### src/rtl/jrl_pkg.sv
package jrl_pkg;

  // Width of the immediate field carried by the jump encoding.
  localparam int unsigned IMM_W = 12;

  // Return-address step for each instruction length, in bytes.
  localparam int unsigned STEP_SHORT = 2;
  localparam int unsigned STEP_FULL  = 4;

  // Instruction length selector.
  typedef enum logic {
    LEN_FULL  = 1'b0,
    LEN_SHORT = 1'b1
  } ilen_e;

  // Flags produced alongside the addresses.
  typedef struct packed {
    logic ok;
    logic mis;
    logic odd;
  } jrl_flags_t;

  localparam jrl_flags_t FLAGS_CLEAR = '{ok: 1'b0, mis: 1'b0, odd: 1'b0};

endpackage

### src/rtl/jrl_target_calc.sv
module jrl_target_calc
  import jrl_pkg::*;
#(
  parameter int unsigned XLEN = 32
) (
  input  logic [XLEN-1:0]  base,
  input  logic [IMM_W-1:0] imm,
  input  logic             harden,
  output logic [XLEN-1:0]  target,
  output logic             odd_pair
);

  localparam int unsigned EXT_W = XLEN - IMM_W;

  logic [XLEN-1:0] imm_x;
  logic [XLEN-1:0] op_a;
  logic [XLEN-1:0] op_b;
  logic [XLEN-1:0] sum;

  // Sign extension of the byte offset (not scaled).
  generate
    if (EXT_W > 0) begin : g_ext
      assign imm_x = {{EXT_W{imm[IMM_W-1]}}, imm};
    end else begin : g_noext
      assign imm_x = imm[XLEN-1:0];
    end
  endgenerate

  // Hardened mode strips the low bit of each operand before the add.
  always_comb begin
    op_a = base;
    op_b = imm_x;
    if (harden) begin
      op_a[0] = 1'b0;
      op_b[0] = 1'b0;
    end
  end

  assign sum      = op_a + op_b;
  assign target   = {sum[XLEN-1:1], 1'b0};
  assign odd_pair = base[0] & imm[0];

endmodule

### src/rtl/jrl_align_chk.sv
module jrl_align_chk
  import jrl_pkg::*;
(
  input  logic tgt_bit1,
  input  logic rvc_on,
  output logic ok,
  output logic mis
);

  // Bit 0 is always clear, so only bit 1 decides 4-byte alignment.
  always_comb begin
    mis = 1'b0;
    if (!rvc_on) begin
      mis = tgt_bit1;
    end
    ok = ~mis;
  end

endmodule

### src/rtl/jrl_link_calc.sv
module jrl_link_calc
  import jrl_pkg::*;
#(
  parameter int unsigned XLEN = 32
) (
  input  logic [XLEN-1:0] pc,
  input  ilen_e           len,
  output logic [XLEN-1:0] link
);

  localparam logic [XLEN-1:0] INC_S = XLEN'(STEP_SHORT);
  localparam logic [XLEN-1:0] INC_F = XLEN'(STEP_FULL);

  logic [XLEN-1:0] inc;

  always_comb begin
    unique case (len)
      LEN_SHORT: inc = INC_S;
      default:   inc = INC_F;
    endcase
  end

  assign link = pc + inc;

endmodule

### src/rtl/jrl_out_stage.sv
module jrl_out_stage
  import jrl_pkg::*;
#(
  parameter int unsigned XLEN    = 32,
  parameter bit          REG_OUT = 1'b1
) (
  input  logic            clk,
  input  logic            rst,
  input  logic            cap_en,
  input  logic [XLEN-1:0] d_tgt,
  input  logic [XLEN-1:0] d_link,
  input  jrl_flags_t      d_flags,
  output logic [XLEN-1:0] q_tgt,
  output logic [XLEN-1:0] q_link,
  output jrl_flags_t      q_flags
);

  generate
    if (REG_OUT) begin : g_reg
      logic [XLEN-1:0] tgt_r;
      logic [XLEN-1:0] link_r;
      jrl_flags_t      flags_r;

      // Flags take the synchronous reset; data registers do not need it.
      always_ff @(posedge clk) begin
        if (rst) begin
          flags_r <= FLAGS_CLEAR;
        end else if (cap_en) begin
          flags_r <= d_flags;
        end
      end

      always_ff @(posedge clk) begin
        if (cap_en && !rst) begin
          tgt_r  <= d_tgt;
          link_r <= d_link;
        end
      end

      assign q_tgt   = tgt_r;
      assign q_link  = link_r;
      assign q_flags = flags_r;
    end else begin : g_comb
      logic unused_ctl;
      assign unused_ctl = clk ^ rst ^ cap_en;
      assign q_tgt      = d_tgt;
      assign q_link     = d_link;
      assign q_flags    = d_flags;
    end
  endgenerate

endmodule

### src/rtl/jrl_unit.sv
module jrl_unit
  import jrl_pkg::*;
#(
  parameter int unsigned XLEN    = 32,
  parameter bit          REG_OUT = 1'b1
) (
  input  logic             clk,
  input  logic             rst,
  input  logic             cap_en,
  input  logic [XLEN-1:0]  cur_pc,
  input  logic [XLEN-1:0]  base_val,
  input  logic [IMM_W-1:0] imm12,
  input  logic             is_short,
  input  logic             rvc_on,
  input  logic             harden,
  output logic [XLEN-1:0]  next_pc,
  output logic [XLEN-1:0]  link_pc,
  output logic             tgt_ok,
  output logic             misalign,
  output logic             odd_carry
);

  logic [XLEN-1:0] tgt_c;
  logic [XLEN-1:0] link_c;
  logic            odd_c;
  logic            ok_c;
  logic            mis_c;
  jrl_flags_t      flags_c;
  jrl_flags_t      flags_q;
  ilen_e           len_sel;

  assign len_sel = is_short ? LEN_SHORT : LEN_FULL;

  jrl_target_calc #(.XLEN(XLEN)) u_tgt (
    .base     (base_val),
    .imm      (imm12),
    .harden   (harden),
    .target   (tgt_c),
    .odd_pair (odd_c)
  );

  jrl_align_chk u_align (
    .tgt_bit1 (tgt_c[1]),
    .rvc_on   (rvc_on),
    .ok       (ok_c),
    .mis      (mis_c)
  );

  jrl_link_calc #(.XLEN(XLEN)) u_link (
    .pc   (cur_pc),
    .len  (len_sel),
    .link (link_c)
  );

  assign flags_c = '{ok: ok_c, mis: mis_c, odd: odd_c};

  jrl_out_stage #(.XLEN(XLEN), .REG_OUT(REG_OUT)) u_out (
    .clk     (clk),
    .rst     (rst),
    .cap_en  (cap_en),
    .d_tgt   (tgt_c),
    .d_link  (link_c),
    .d_flags (flags_c),
    .q_tgt   (next_pc),
    .q_link  (link_pc),
    .q_flags (flags_q)
  );

  assign tgt_ok    = flags_q.ok;
  assign misalign  = flags_q.mis;
  assign odd_carry = flags_q.odd;

endmodule

### config.mk
export PLATFORM = sky130hd
export DESIGN_NAME = jrl_unit
export DESIGN_NICKNAME = d
export VERILOG_FILES = /design/src/rtl/jrl_pkg.sv /design/src/rtl/jrl_target_calc.sv /design/src/rtl/jrl_align_chk.sv /design/src/rtl/jrl_link_calc.sv /design/src/rtl/jrl_out_stage.sv /design/src/rtl/jrl_unit.sv
export SDC_FILE = /design/constraint.sdc
export NUM_CORES = 1
export LEC_CHECK = 0
export ABC_AREA = 1
export BUFFER_PORTS_ARGS = -buffer_cell sky130_fd_sc_hd__buf_2
export CORE_UTILIZATION = 45
export CTS_CLUSTER_DIAMETER = 120
export DETAILED_ROUTE_END_ITERATION = 6
export PLACE_DENSITY = 0.81
export SYNTH_ARGS = -nofsm -noshare
export SYNTH_HDL_FRONTEND = slang
export SYNTH_SLANG_ARGS = --single-unit
### constraint.sdc
create_clock -name clk -period 5.55 [get_ports clk]
set_input_delay 1.11 -clock clk [delete_from_list [all_inputs] [get_ports clk]]
set_output_delay 1.11 -clock clk [all_outputs]
set_load 0.01 [all_outputs]
; Yosys cells after proc, flatten, opt, wreduce, memory -nomap -nowiden
; Cells that the tools add are included.
; W data, S select, Z words.
[totals]
reg_bits = 66
latchBits = 0
ramBits = 0
rom_bits = 0
inputBits = 82
output_inout_bits = 67
word_cells = 16
n_memories = 0
[op_classes]
add_sub_neg = 2
multipliers = 0
div = 0
order_cmp = 0
eq_ne = 0
shift = 0
n_mux = 5
bitwise_logic = 2
n_reduce_logical = 2
[ops]
columns = cell, count
row1 = $add A32 B3 Y32, 1
row2 = $add A32 B32 Y32, 1
row3 = $mux W1, 4
row4 = $mux W3, 1
row5 = $and A1 B1 Y1, 1
row6 = $logic_and A1 B1 Y1, 1
row7 = $logic_not A1 Y1, 1
row8 = $not A1 Y1, 1

; Depth between registers and ports, before layout
[depth]
word_depth = 4
mapped_depth = 13

; Hierarchy
; Synthesis repeated with hierarchy kept, for this count alone.
[hier_totals]
hier_cells = 716
area_unflattened_um2 = 5256.3
[modules_own_cells]
columns = mod, instances, cells_per_inst, area_each_um2
row1 = jrl_target_calc, 1, 435, 2259.7
row2 = jrl_out_stage, 1, 85, 2049.5
row3 = jrl_link_calc, 1, 192, 929.6
row4 = jrl_align_chk, 1, 4, 17.5

; Worst setup path after synthesis
; OpenSTA, ideal clock, no wires.
[synth_path]
kind = input to register
startpoint = input cap_en
endpoint = register u_out.g_reg.link_r[0], in the netlist u_out.q_link[0] (enable)
setup_time_ps = 485
arrival_time_ps = 3811
required_time_ps = 5065
slack_ps = 1253
cell_stages = 2
n_path_buf = 0
cell_sequence = inv_1 > nor2_1
[synth_via]
elab_chain_len = 1
[synth_lines]
columns = element, line_no
row1 = from (decl), jrl_unit.sv:9  ; input logic cap_en,
row2 = $logic_and A1 B1 Y1, jrl_out_stage.sv:34  ; if (cap_en && !rst) begin
row3 = to (signal assigned), jrl_out_stage.sv:36  ; link_r <= d_link;
row4 = to (decl), jrl_out_stage.sv:21  ; logic [XLEN-1:0] link_r;
; No other way between the ends.
; A chain may end at the register's enable or synchronous reset.

; Final worst setup path
[layout_path]
startpoint = input imm12[11]
endpoint = register u_out.g_reg.tgt_r[29], in the netlist u_out.q_tgt[29] (data pin)
[layout_via]
elab_chain_len = 1
[layout_lines]
columns = element, line_no
row1 = from (decl), jrl_unit.sv:12  ; input logic [IMM_W-1:0] imm12,
row2 = $add A32 B32 Y32, jrl_target_calc.sv:39  ; assign sum = op_a + op_b;
row3 = via tgt_c[29], jrl_unit.sv:23  ; logic [XLEN-1:0] tgt_c;
row4 = to (signal assigned), jrl_out_stage.sv:35  ; tgt_r <= d_tgt;
row5 = to (decl), jrl_out_stage.sv:20  ; logic [XLEN-1:0] tgt_r;
; The timed path passes the listed nets, and every way through them passes these cells.

==> qor.txt <==
====================================================================================
Wire length of the first global-routing pass                               20,300 um
Commonest non-fill, non-tap cell in the layout                               nand2_1
Io pins                                                                          149
Type of the worst setup path                                            primary input to register
Filler cell count                                                                959
Die Span X                                                                    107 um
Fraction of final layout cells sized beyond drive strength 1                   21.1%
Final number of setup-violating endpoints                                          0
Start of the worst register-to-register path                            u_out.q_flags[2]
Type of the tightest min-delay check                                    register to register
Post CTS Setup Buffer Count                                                        0
Setup repair after global routing missed its margin                               no
Die outline area                                                          0.0114 mm2
Wirelength per Cell                                                          13.1 um
Total number of vias                                                           4,844
Vias per inst                                                                   5.05
Die outline height                                                            107 um
Initial cell density of the core                                               47.2%
Min-delay src                                                           u_out.q_flags[1]
DP HPWL                                                                    10,300 um
Root buffer cell                                                            clkbuf_8
Hold buffer count at cts                                                           0
Number of placement rows                                                          37
Number of standard cells after synthesis                                         660
Reg2reg path depth                                                                 2
Maximum clock insertion buffer count                                               2
Aggregate routed wire length                                               12,600 um
Post-route DRC                                                                     0
Number of maximum-capacitance violations                                           0
Insertion delay to the later sink of the worst-skew pair                     0.36 ns
Hold Crit Depth                                                                    2
Final instance area                                                      0.00604 mm2
Min cycle time layout                                                        2.64 ns
Clock tree from TritonCTS                                                      built
Final max-slew violation count                                                     0
Remaining global-route overflow                                                    0
Register-to-register setup slack                                             4.93 ns
Post-route clock period utilization                                            47.6%
Layout Skew                                                                     0 ns
Total number of nets in the final design                                         934
Arrival time worst endpoint                                                  2.76 ns
Standby leakage power                                                        3.09 nW
Clk sinks                                                                         66
Capture point of the worst reg-to-reg path                              u_out.q_flags[2]
Post-Route Setup TNS                                                            0 ns
Commonest cells after routing, fill and taps aside                      232 x nand2_1, 147 x buf_2, 97 x inv_1
Maximum fanout count along the critical path                                      21
Yosys Warn Count                                                                   0
Transition time at the pin with the least slew margin                       0.821 ns
Synthesized net count                                                            776
Weighted congestion at the end of routability-driven global placement          0.929
Distinct cell type count after synthesis                                          28
Kind of end point of the critical path                                      register
Number of buffers created by CTS                                                   9
Netlist area before placement                                            0.00496 mm2
Buffers on Ports                                                                 147
CP required                                                                  5.67 ns
Hold violation count in the final report                                           0
H-tree depth                                                                       3
Max frequency                                                              0.379 GHz
Post-DP Area                                                             0.00587 mm2
Avg Inst Size Synth                                                         7.51 um2
Antenna violations before repair                                                   0
Overall track demand over capacity in global routing                           23.2%
Number of cells upsized or downsized after cts                                     0
Slew margin rel.                                                               45.1%
Antenna Nets Post-Route                                                            0
First-pass DRT Iterations                                                          4
Power Density                                                             225 mW/mm2
Count of inserted antenna diode cells                                              0
Worst IR drop on VDD                                                        0.113 mV
Pin count of the biggest net entering global routing                              34
Via count of the first global-routing pass                                     4,519
Clock transition at path regs                                                0.07 ns
Post-synthesis sequential area ratio                                           39.4%
Layout overhead on the synthesized area                                        21.9%
Overall power of the completed layout                                        1.36 mW
Worst hold endpoint                                                     u_out.q_flags[1]
DR iter-0 viols                                                                  222
Critical path startpoint category                                       primary input
Outcome                                                                 finished clean
Core region area                                                          0.0105 mm2
Register bit count reported by yosys                                              66
====================================================================================
[synthesized netlist by cell type]
cell / n / share of area, %
nor4_1: 1 / 0.13
nand3_1: 23 / 2.3
ha_1: 32 / 8.1
nand3_2: 2 / 0.40
nor2_2: 2 / 0.25
xnor2_1: 11 / 1.9
nor2_1: 68 / 5.2
nand2_1: 232 / 18
nand4_1: 11 / 1.4
nand3b_2: 1 / 0.23
nand3b_1: 2 / 0.30
nor4_2: 1 / 0.25
nand2_2: 2 / 0.25
fa_1: 2 / 0.81
dfxtp_1: 3 / 1.2
o21bai_1: 6 / 0.91
conb_1: 1 / 0.076
xor2_1: 34 / 6.0
edfxtp_1: 63 / 38
o21a_1: 2 / 0.30
and2_1: 1 / 0.13
o21ai_0: 13 / 1.3
nor3b_1: 1 / 0.15
nor3_2: 3 / 0.61
a21oi_1: 32 / 3.2
buf_4: 1 / 0.15
inv_1: 97 / 7.3
nor3_1: 13 / 1.3
[cell families (layout without fill, tap and decap cells)]
kind of cell             Yosys count  after routing  share of synthesized area (%)
AO/OA/AOI/OAI                     53             53                           5.76
XOR/XNOR                          45             45                           7.95
other                              1              1                         0.0757
buffers and inverters             98            261                           7.50
adder cells (fa/ha/maj)           34             34                           8.89
AND/OR/NAND/NOR                  363            363                           30.4
flip-flops                        66             66                           39.4
[final cells by class]
cell class / instances / area, um2 / share of cell area, %
clock buffer: 13 / 159 / 2.63
clock inverter: 3 / 15.0 / 0.248
inverter: 97 / 364 / 6.02
multi-input combinational: 496 / 2640 / 43.7
sequential: 66 / 1950 / 32.3
tap: 136 / 170 / 2.82
timing repair buffer: 148 / 743 / 12.3
[through the flow]
stage               cells  hold WS (ns)  setup slack (ns)  util [%]
floorplan             660         0.525              1.25         -
global placement      943         0.475              2.55      55.9
detailed placement    943         0.490              2.55      55.9
CTS                   959         0.504              2.94      57.5
global route          959         0.541              2.73      57.5
finish                959         0.505              2.91      57.5
[worst max-delay path: stages]
cell	delay [ns]
buf_2	0.36
ha_1	0.37
nand2_1	0.09
nand2_1	0.06
o21bai_1	0.18
a21oi_1	0.16
nand2_1	0.15
nand2_1	0.12
nand2_1	0.06
nand2_1	0.06
nand2_1	0.05
[worst max-delay path by stage]
stage	start	end	slack, ns	cells after the start
finish	imm12[11]	u_out.q_tgt[29]	2.91	11
floorplan	cap_en	u_out.q_link[0]	1.25	2
global placement	base_val[0]	u_out.q_tgt[24]	2.55	11
detailed placement	is_short	u_out.q_link[31]	2.55	10
CTS	is_short	u_out.q_link[31]	2.94	10
global route	imm12[11]	u_out.q_tgt[28]	2.73	10
[report_power, final]
| part | switching (mW) | leakage [nW] | internal (mW) |
|---|---|---|---|
| Sequential | 0.00987 | 0.614 | 0.603 |
| Clock | 0.189 | 0.0932 | 0.185 |
| Combinational | 0.235 | 2.38 | 0.140 |
| Total | 0.434 | 3.09 | 0.928 |
[state kept, by name, summed over array words and instances, names as in the netlist]
register       cells
u_out.q_tgt       31
u_out.q_flags      3
u_out.q_link      32
[metal layers]
metal	global-route usage, %	vias up	share of wire [%]
met1	28.0	2137	42
met2	40.0	227	47
met3	4.07	33	8.3
met5	0	-	0
li1	-	2447	-
met4	10.6	0	3.1
No activity file was read; power rests on OpenSTA's default activity.
